==> config.mk <==
export PLATFORM = sky130hd
export DESIGN_NAME = pixel_fmt_decoder
export DESIGN_NICKNAME = d
export VERILOG_FILES = /design/src/rtl/pfd_pkg.sv /design/src/rtl/pfd_mask_stage.sv /design/src/rtl/pfd_extract.sv /design/src/rtl/pfd_out_stage.sv /design/src/rtl/pixel_fmt_decoder.sv
export SDC_FILE = /design/constraint.sdc
export NUM_CORES = 1
export LEC_CHECK = 0
export BUFFER_PORTS_ARGS = -buffer_cell sky130_fd_sc_hd__buf_2
export CORE_MARGIN = 1.5
export CORE_UTILIZATION = 36
export DETAILED_ROUTE_END_ITERATION = 8
export GPL_TIMING_DRIVEN = 0
export PLACE_DENSITY = 0.66
export SLEW_MARGIN = 20
export SYNTH_ARGS = -nofsm -noshare
export SYNTH_HDL_FRONTEND = slang
export SYNTH_HIERARCHICAL = 1
export SYNTH_SLANG_ARGS = --single-unit
export TNS_END_PERCENT = 20
==> constraint.sdc <==
create_clock -name clk_i -period 2.8 [get_ports clk_i]
set_clock_uncertainty 0.15 [all_clocks]
set_input_delay 0.84 -clock clk_i [delete_from_list [all_inputs] [get_ports clk_i]]
set_output_delay 0.84 -clock clk_i [all_outputs]
set_load 0.02 [all_outputs]
==> src/rtl/pfd_pkg.sv <==
package pfd_pkg;
  localparam int unsigned CH_W   = 8;
  localparam int unsigned NIB_W  = CH_W / 2;
  localparam int unsigned MODE_W = 4;

  typedef logic [CH_W-1:0] chan_t;

  typedef struct packed {
    chan_t r;
    chan_t g;
    chan_t b;
  } rgb_t;

  typedef enum logic [1:0] {
    FMT_PSEUDO,
    FMT_T12_HI,
    FMT_T12_SCAT,
    FMT_T24
  } fmt_kind_e;

  function automatic fmt_kind_e fmt_classify(input logic [MODE_W-1:0] m);
    if (m[3:2] != 2'b11) return FMT_PSEUDO;
    if (m[1]) return FMT_T24;
    if (m[0]) return FMT_T12_SCAT;
    return FMT_T12_HI;
  endfunction
endpackage

==> src/rtl/pfd_mask_stage.sv <==
module pfd_mask_stage
  import pfd_pkg::*;
#(
  parameter int unsigned PAL_W = 2
) (
  input  logic              clk_i,
  input  logic              rst_ni,
  input  rgb_t              pix_i,
  input  chan_t             mask_i,
  input  logic [MODE_W-1:0] mode_i,
  input  logic [PAL_W-1:0]  pal_sel_i,
  input  logic [PAL_W-1:0]  pal_id_i,
  input  logic              blank_i,
  input  logic              sync_i,
  output rgb_t              pix_o,
  output logic [MODE_W-1:0] mode_o,
  output logic              hit_o,
  output logic [PAL_W-1:0]  pal_sel_o,
  output logic              blank_o,
  output logic              sync_o
);
  rgb_t masked;

  always_comb begin
    masked.r = pix_i.r & mask_i;
    masked.g = pix_i.g & mask_i;
    masked.b = pix_i.b & mask_i;
  end

  always_ff @(posedge clk_i or negedge rst_ni) begin
    if (!rst_ni) begin
      pix_o     <= '0;
      mode_o    <= '0;
      hit_o     <= 1'b0;
      pal_sel_o <= '0;
      blank_o   <= 1'b0;
      sync_o    <= 1'b0;
    end else begin
      pix_o     <= masked;
      mode_o    <= mode_i;
      hit_o     <= (pal_sel_i == pal_id_i);
      pal_sel_o <= pal_sel_i;
      blank_o   <= blank_i;
      sync_o    <= sync_i;
    end
  end

  // masked bits never survive into stage one
  assert_mask_clear_R2: assert property (@(posedge clk_i) disable iff (!rst_ni)
    ((pix_o.r | pix_o.g | pix_o.b) & ~$past(mask_i)) == '0);
endmodule

==> src/rtl/pfd_extract.sv <==
module pfd_extract
  import pfd_pkg::*;
(
  input  rgb_t              pix_i,
  input  logic [MODE_W-1:0] mode_i,
  output rgb_t              idx_o
);
  fmt_kind_e kind;
  chan_t     pseudo_src;

  always_comb begin
    kind = fmt_classify(mode_i);
    unique case (mode_i[3:2])
      2'b00:   pseudo_src = pix_i.r;
      2'b01:   pseudo_src = pix_i.g;
      default: pseudo_src = pix_i.b;
    endcase
  end

  always_comb begin
    idx_o = '0;
    unique case (kind)
      FMT_PSEUDO: begin
        idx_o.r = pseudo_src;
        idx_o.g = pseudo_src;
        idx_o.b = pseudo_src;
      end
      FMT_T12_HI: begin
        idx_o.r = {pix_i.r[CH_W-1 -: NIB_W], {NIB_W{1'b0}}};
        idx_o.g = {pix_i.g[CH_W-1 -: NIB_W], {NIB_W{1'b0}}};
        idx_o.b = {pix_i.b[CH_W-1 -: NIB_W], {NIB_W{1'b0}}};
      end
      FMT_T12_SCAT: begin
        // scattered packing: fields straddle red and green
        idx_o.r = {pix_i.r[6:3], {NIB_W{1'b0}}};
        idx_o.g = {pix_i.r[1:0], pix_i.g[6:5], {NIB_W{1'b0}}};
        idx_o.b = {pix_i.g[3:0], {NIB_W{1'b0}}};
      end
      default: idx_o = pix_i;
    endcase
  end

  always_comb begin
    if (kind == FMT_PSEUDO) begin
      assert_pseudo_equal_R3: assert (idx_o.r == idx_o.g && idx_o.g == idx_o.b);
    end
    if (kind == FMT_T12_HI || kind == FMT_T12_SCAT) begin
      assert_low_nibble_zero_R4: assert ((idx_o.r[NIB_W-1:0] | idx_o.g[NIB_W-1:0]
                                          | idx_o.b[NIB_W-1:0]) == '0);
    end
  end
endmodule

==> src/rtl/pfd_out_stage.sv <==
module pfd_out_stage
  import pfd_pkg::*;
#(
  parameter int unsigned NUM_PAL = 4,
  localparam int unsigned PAL_W  = $clog2(NUM_PAL)
) (
  input  logic               clk_i,
  input  logic               rst_ni,
  input  rgb_t               idx_i,
  input  logic               hit_i,
  input  logic [PAL_W-1:0]   pal_sel_i,
  input  logic               blank_i,
  input  logic               sync_i,
  output rgb_t               idx_o,
  output logic [NUM_PAL-1:0] pal_en_o,
  output logic               blank_o,
  output logic               sync_o
);
  logic [NUM_PAL-1:0] pal_en_d;

  for (genvar p = 0; p < NUM_PAL; p++) begin : g_pal_en
    assign pal_en_d[p] = hit_i && (pal_sel_i == PAL_W'(p));
  end

  always_ff @(posedge clk_i or negedge rst_ni) begin
    if (!rst_ni) begin
      idx_o    <= '0;
      pal_en_o <= '0;
      blank_o  <= 1'b0;
      sync_o   <= 1'b0;
    end else begin
      idx_o    <= hit_i ? idx_i : '0;
      pal_en_o <= pal_en_d;
      blank_o  <= blank_i;
      sync_o   <= sync_i;
    end
  end

  assert_pal_onehot0_R8: assert property (@(posedge clk_i) disable iff (!rst_ni)
    $onehot0(pal_en_o));
endmodule

==> src/rtl/pixel_fmt_decoder.sv <==
module pixel_fmt_decoder
  import pfd_pkg::*;
#(
  parameter int unsigned NUM_PAL = 4,
  localparam int unsigned PAL_W  = $clog2(NUM_PAL)
) (
  input  logic               clk_i,
  input  logic               rst_ni,
  input  logic [CH_W-1:0]    red_i,
  input  logic [CH_W-1:0]    grn_i,
  input  logic [CH_W-1:0]    blu_i,
  input  logic [CH_W-1:0]    mask_i,
  input  logic [MODE_W-1:0]  mode_i,
  input  logic [PAL_W-1:0]   pal_sel_i,
  input  logic [PAL_W-1:0]   pal_id_i,
  input  logic               blank_i,
  input  logic               sync_i,
  output logic [CH_W-1:0]    red_idx_o,
  output logic [CH_W-1:0]    grn_idx_o,
  output logic [CH_W-1:0]    blu_idx_o,
  output logic [NUM_PAL-1:0] pal_en_o,
  output logic               blank_o,
  output logic               sync_o
);
  rgb_t              pix_in, pix_s1, idx_s1, idx_s2;
  logic [MODE_W-1:0] mode_s1;
  logic              hit_s1, blank_s1, sync_s1;
  logic [PAL_W-1:0]  sel_s1;

  assign pix_in = '{r: red_i, g: grn_i, b: blu_i};

  pfd_mask_stage #(.PAL_W(PAL_W)) u_mask (
    .clk_i     (clk_i),
    .rst_ni    (rst_ni),
    .pix_i     (pix_in),
    .mask_i    (mask_i),
    .mode_i    (mode_i),
    .pal_sel_i (pal_sel_i),
    .pal_id_i  (pal_id_i),
    .blank_i   (blank_i),
    .sync_i    (sync_i),
    .pix_o     (pix_s1),
    .mode_o    (mode_s1),
    .hit_o     (hit_s1),
    .pal_sel_o (sel_s1),
    .blank_o   (blank_s1),
    .sync_o    (sync_s1)
  );

  pfd_extract u_extract (
    .pix_i  (pix_s1),
    .mode_i (mode_s1),
    .idx_o  (idx_s1)
  );

  pfd_out_stage #(.NUM_PAL(NUM_PAL)) u_out (
    .clk_i     (clk_i),
    .rst_ni    (rst_ni),
    .idx_i     (idx_s1),
    .hit_i     (hit_s1),
    .pal_sel_i (sel_s1),
    .blank_i   (blank_s1),
    .sync_i    (sync_s1),
    .idx_o     (idx_s2),
    .pal_en_o  (pal_en_o),
    .blank_o   (blank_o),
    .sync_o    (sync_o)
  );

  assign red_idx_o = idx_s2.r;
  assign grn_idx_o = idx_s2.g;
  assign blu_idx_o = idx_s2.b;

  // edges seen since reset, saturating; gates the two-deep $past checks
  logic [1:0] warm_q;
  always_ff @(posedge clk_i or negedge rst_ni) begin
    if (!rst_ni) warm_q <= '0;
    else if (warm_q != 2'd2) warm_q <= warm_q + 2'd1;
  end

  assert_ctrl_latency_R9: assert property (@(posedge clk_i) disable iff (!rst_ni)
    (warm_q == 2'd2) |-> (blank_o == $past(blank_i, 2) && sync_o == $past(sync_i, 2)));

  assert_miss_zero_R7: assert property (@(posedge clk_i) disable iff (!rst_ni)
    (warm_q == 2'd2 && $past(pal_sel_i, 2) != $past(pal_id_i, 2))
      |-> (idx_s2 == '0 && pal_en_o == '0));

  assert_hit_enable_R8: assert property (@(posedge clk_i) disable iff (!rst_ni)
    (warm_q == 2'd2 && $past(pal_sel_i, 2) == $past(pal_id_i, 2))
      |-> (pal_en_o == (NUM_PAL'(1) << $past(pal_sel_i, 2))));
endmodule

== Yosys cells after proc, flatten, opt, wreduce, memory -nomap -nowiden ==
Index checks and enable logic that the tools add are counted.

* Input bits: 44
* Logic and storage cells: 47
* Bits in registers: 63
* Output and inout port bits: 30

* Bitwise logic cells: 3
* Muxes and demuxes: 15
* Reductions and logical operators: 7
* Eq/ne operators: 8

{| class="wikitable"
|+ Operators by type and width
! cell !! number
|-
| $pmux W24 S3 || 1
|-
| $and A8 B8 Y8 || 3
|-
| $mux W24 || 1
|-
| $pmux W8 S2 || 1
|-
| $mux W2 || 6
|-
| $eq A2 B1 Y1 const B || 3
|-
| $eq A2 B2 Y1 const B || 3
|-
| $logic_not A2 Y1 || 3
|-
| $mux W1 || 6
|-
| $logic_and A1 B1 Y1 || 4
|-
| $eq A2 B2 Y1 || 1
|-
| $ne A2 B2 Y1 const B || 1
|}

== Logic depth before layout (Yosys ltp) ==
* Depth after elaboration: 11
* Depth in mapped cells: 6
* Mapped depth without buffers: 4

== Modules after synthesis ==
The synthesis kept the hierarchy.

{| class="wikitable"
|+ Modules (own cells, without submodules)
! module !! seq. area each (µm²) !! cells an instance !! instances !! area an instance (µm²)
|-
| pfd_mask_stage || 825.8 || 60 || 1 || 997.2
|-
| pfd_out_stage || 750.7 || 60 || 1 || 980.9
|-
| pfd_extract || 0.0 || 75 || 1 || 534.3
|}

== Worst setup path before layout ==
No wires, ideal clock.

* Path type: register -> register
* Start point: register u_mask.mode_o[2]
* End point: register u_out/idx_o[13] (netlist name)
* Data arrival time: 1275 ps
* Required time: 2530 ps
* Cell stages (with the launch flop): 7
* Buffers on the path: 2
* Setup time: 120 ps
* Period minus slack after synthesis: 1545 ps
* Slack: 1255 ps
* Cells stage by stage: dfrtp_1 -> buf_6 -> nand2_2 -> a21oi_1 -> buf_2 -> a221o_1 -> and2_2

{| class="wikitable"
|+ RTL lines
! item !! line !! text
|-
| from (decl) || pfd_mask_stage.sv:16 || <nowiki>output logic [MODE_W-1:0] mode_o,</nowiki>
|-
| from (signal assigned) || pfd_mask_stage.sv:40 || <nowiki>mode_o <= mode_i;</nowiki>
|-
| to (signal assigned) || pfd_out_stage.sv:32 || <nowiki>idx_o <= hit_i ? idx_i : '0;</nowiki>
|-
| to (decl) || pfd_out_stage.sv:14 || <nowiki>output rgb_t idx_o,</nowiki>
|}

== Worst setup path in the final report ==
* Start point: register u_out/idx_o[20] (netlist name)
* End point: output red_idx_o[4]

{| class="wikitable"
|+ RTL lines
! item !! line !! text
|-
| to (decl) || pixel_fmt_decoder.sv:18 || <nowiki>output logic [CH_W-1:0] red_idx_o,</nowiki>
|}

No word-level cell between the ends.

==> results.sh <==
export IMPL_area_delta_synth_final_pct=27.0
export IMPL_drt_wirelength_per_cell_um=12.6
export IMPL_yosys_warnings=6
export IMPL_setup_ws_ns=0.948
export IMPL_numCtsBuffers=9
export IMPL_htree_levels=3
export IMPL_die_h_um=86.5
export IMPL_final_common_cell="buf_2"
export IMPL_relSlewSlack=0.512
export IMPL_grt_max_degree=64
export IMPL_fill_cells=661
export IMPL_arrival_ns=0.86
export IMPL_wl_mm=4.60
export IMPL_cp_slowest_cell="dfrtp_1"
export IMPL_finalSetupViolCount=0
export IMPL_p_leak_nw=1.69
export IMPL_min_period_ns=1.85
export IMPL_start_kind="register"
export IMPL_end_kind="output pin"
export IMPL_vias_per_cell=4.60
export IMPL_critPathKind="register to output pin"
export IMPL_synthCells=195
export IMPL_hold_buffers=0
export IMPL_synth_seq_area_share=0.627
export IMPL_die_area_um2=7490
export IMPL_cts_resized=0
export IMPL_maxCapViolations=0
export IMPL_first_pass_iters=4
export IMPL_required_ns=1.81
export IMPL_final_seq_area_um2=1580
export IMPL_status="finished clean"
export IMPL_vias=1675
export IMPL_post_cts_buffers=0
export IMPL_n_antenna_cell=0
export IMPL_period_share=0.661
export IMPL_path_clk_slew_ns=0.07
export IMPL_grt_pass1_vias=1707
export IMPL_whs_ns=0.208
export IMPL_grt_first_pass_wirelength_mm=7.80
export IMPL_hold_path_class="register to register"
export IMPL_worst_slew_pin_slew_ns=0.731
export IMPL_cts_tree="built"
export IMPL_cts_path_max_buffers=2
export IMPL_power_mw=2.01
export IMPL_initial_core_util=0.372
export IMPL_place_ws_ns=1.13
export IMPL_crit_chain="buf_2"
export IMPL_cts_sinks=63
export IMPL_cp_num_buf_inv=1
export IMPL_multi_input_area_um2=842
export IMPL_grt_usage=0.138
export IMPL_ys_seq_elements=63
export IMPL_clk_latency_ns=0.34
export IMPL_totalNegativeSetupSlack_ns=0
export IMPL_port_buffers=73
export IMPL_drive_gt1_frac=0.440
export IMPL_num_rows=30
export IMPL_max_freq_ghz=0.540
export IMPL_coreArea_um2=6760
export IMPL_irDropWorstVdd_mv=0.195
export IMPL_slowest_delay_ns=0.37
export IMPL_synth_nets=239
export IMPL_gr_total_overflow=0
export IMPL_ctsRootBufferMaster="clkbuf_8"
export IMPL_nets=323
export IMPL_ios=74
export IMPL_die_w_um=86.5
export IMPL_syn_cell_area_um2=2510
export IMPL_drcViolationCount=0
export IMPL_power_density_nw_per_um2=629
export IMPL_hold_viol=0
export IMPL_antenna_found_initial=0
export IMPL_synth_avg_cell_area_um2=12.9
export IMPL_slew_viol_final=0
export IMPL_rsz0062_at_grt="false"
export IMPL_dp_hpwl_mm=3.51
export IMPL_ant_nets=0
export IMPL_gp_congestion=0.829
export IMPL_crit_family="flip-flops"
export IMPL_ys_types=27
export IMPL_layout_common_cells="buf_2, dfrtp_1, and2_1, and2_2, a221o_1"
export IMPL_cp_max_fo=1
export IMPL_drtIter0Drc=95
-- through the flow --
step           instance area, µm²  instances   util
2_1_floorplan                2510        195      -
3_3_place_gp                 2980        348  0.441
3_5_place_dp                 2980        348  0.441
4_1_cts                      3190        364  0.472
5_1_grt                      3190        364  0.472
6_report                     3190        364  0.472
-- worst register-to-register path, stage by stage (launching register included) --
cell and delay, ns:
dfrtp_1 0.35, buf_6 0.14, buf_6 0.15, mux2i_1 0.19, o2bb2ai_1 0.13, a221o_1 0.29, and2_2 0.20
-- metal layers --
metal | vias to the layer above | routed length (µm) | global-route usage | part of all wire
met4 | 0 | 117 | 0.0792 | 0.025
met3 | 9 | 251 | 0.0371 | 0.055
met1 | 780 | 2080 | 0.174 | 0.45
li1 | 841 | - | - | -
met5 | - | 0 | 0 | 0
met2 | 45 | 2150 | 0.214 | 0.47
-- cell usage after synthesis --
library cell,count,area share
o22ai_1,4,0.010
nand2_2,1,0.0025
and3_2,1,0.0030
a21o_1,4,0.012
nor2_1,5,0.0075
and3b_2,2,0.0080
clkbuf_1,1,0.0015
a31o_2,4,0.014
nand3_1,4,0.0080
a221o_1,12,0.048
or2_2,1,0.0025
and2_1,30,0.075
buf_6,4,0.018
buf_2,3,0.0060
and2_2,18,0.054
dfrtp_1,63,0.63
nor2b_1,1,0.0025
o21ai_0,8,0.016
buf_4,1,0.0030
a21oi_1,5,0.010
o2bb2ai_1,4,0.014
xor2_1,2,0.0070
nor3b_1,1,0.0030
inv_1,6,0.0090
mux2i_1,8,0.032
nor3b_2,1,0.0050
nand2b_1,1,0.0025
-- power by group --
group / internal, mW / leakage [nW] / switching (mW)
Sequential: 0.955 / 0.823 / 0.0281
Clock: 0.494 / 0.109 / 0.320
Combinational: 0.101 / 0.763 / 0.112
Total: 1.55 / 1.69 / 0.460
-- area by class of cell --
cell class	instances	area share
Buffer	9	0.0223
Clock buffer	9	0.0388
Clock inverter	7	0.0274
Inverter	6	0.00706
Multi-Input combinational cell	117	0.264
Sequential cell	63	0.494
Tap cell	80	0.0314
Timing Repair Buffer	73	0.115
-- kinds of logic after synthesis --
family,after synthesis,synth area share
AO/OA/AOI/OAI,41,0.124
XOR/XNOR,2,0.00697
buffers and inverters,15,0.0373
flip-flops,63,0.627
multiplexers,8,0.0319
AND/OR/NAND/NOR,66,0.173
-- sequential cells by signal, summed over array words and instances (netlist names) --
| name | cells |
|---|---|
| u_mask/mode_o | 4 |
| u_mask/blank_o | 1 |
| u_mask/hit_o | 1 |
| u_out/idx_o | 24 |
| u_mask/pal_sel_o | 2 |
| u_out/blank_o | 1 |
| u_out/sync_o | 1 |
| u_mask/sync_o | 1 |
| u_out/pal_en_o | 4 |
| u_mask/pix_o | 24 |
-- final timing paths --
kind                             startpoint          endpoint  slack (ns)  cells past startpoint
max                         u_out/idx_o[20]      red_idx_o[4]        0.95                      1
min                          u_mask/blank_o     u_out/blank_o        0.21                      0
max reg2reg                u_mask/mode_o[2]   u_out/idx_o[14]        1.10                      6
min reg2reg                  u_mask/blank_o     u_out/blank_o        0.21                      0
max in group asynchronous            rst_ni  u_mask/pix_o[22]        1.60                      1
min in group asynchronous            rst_ni     u_out/blank_o        0.41                      1
Note: power is estimated with default switching activity, not from simulation.
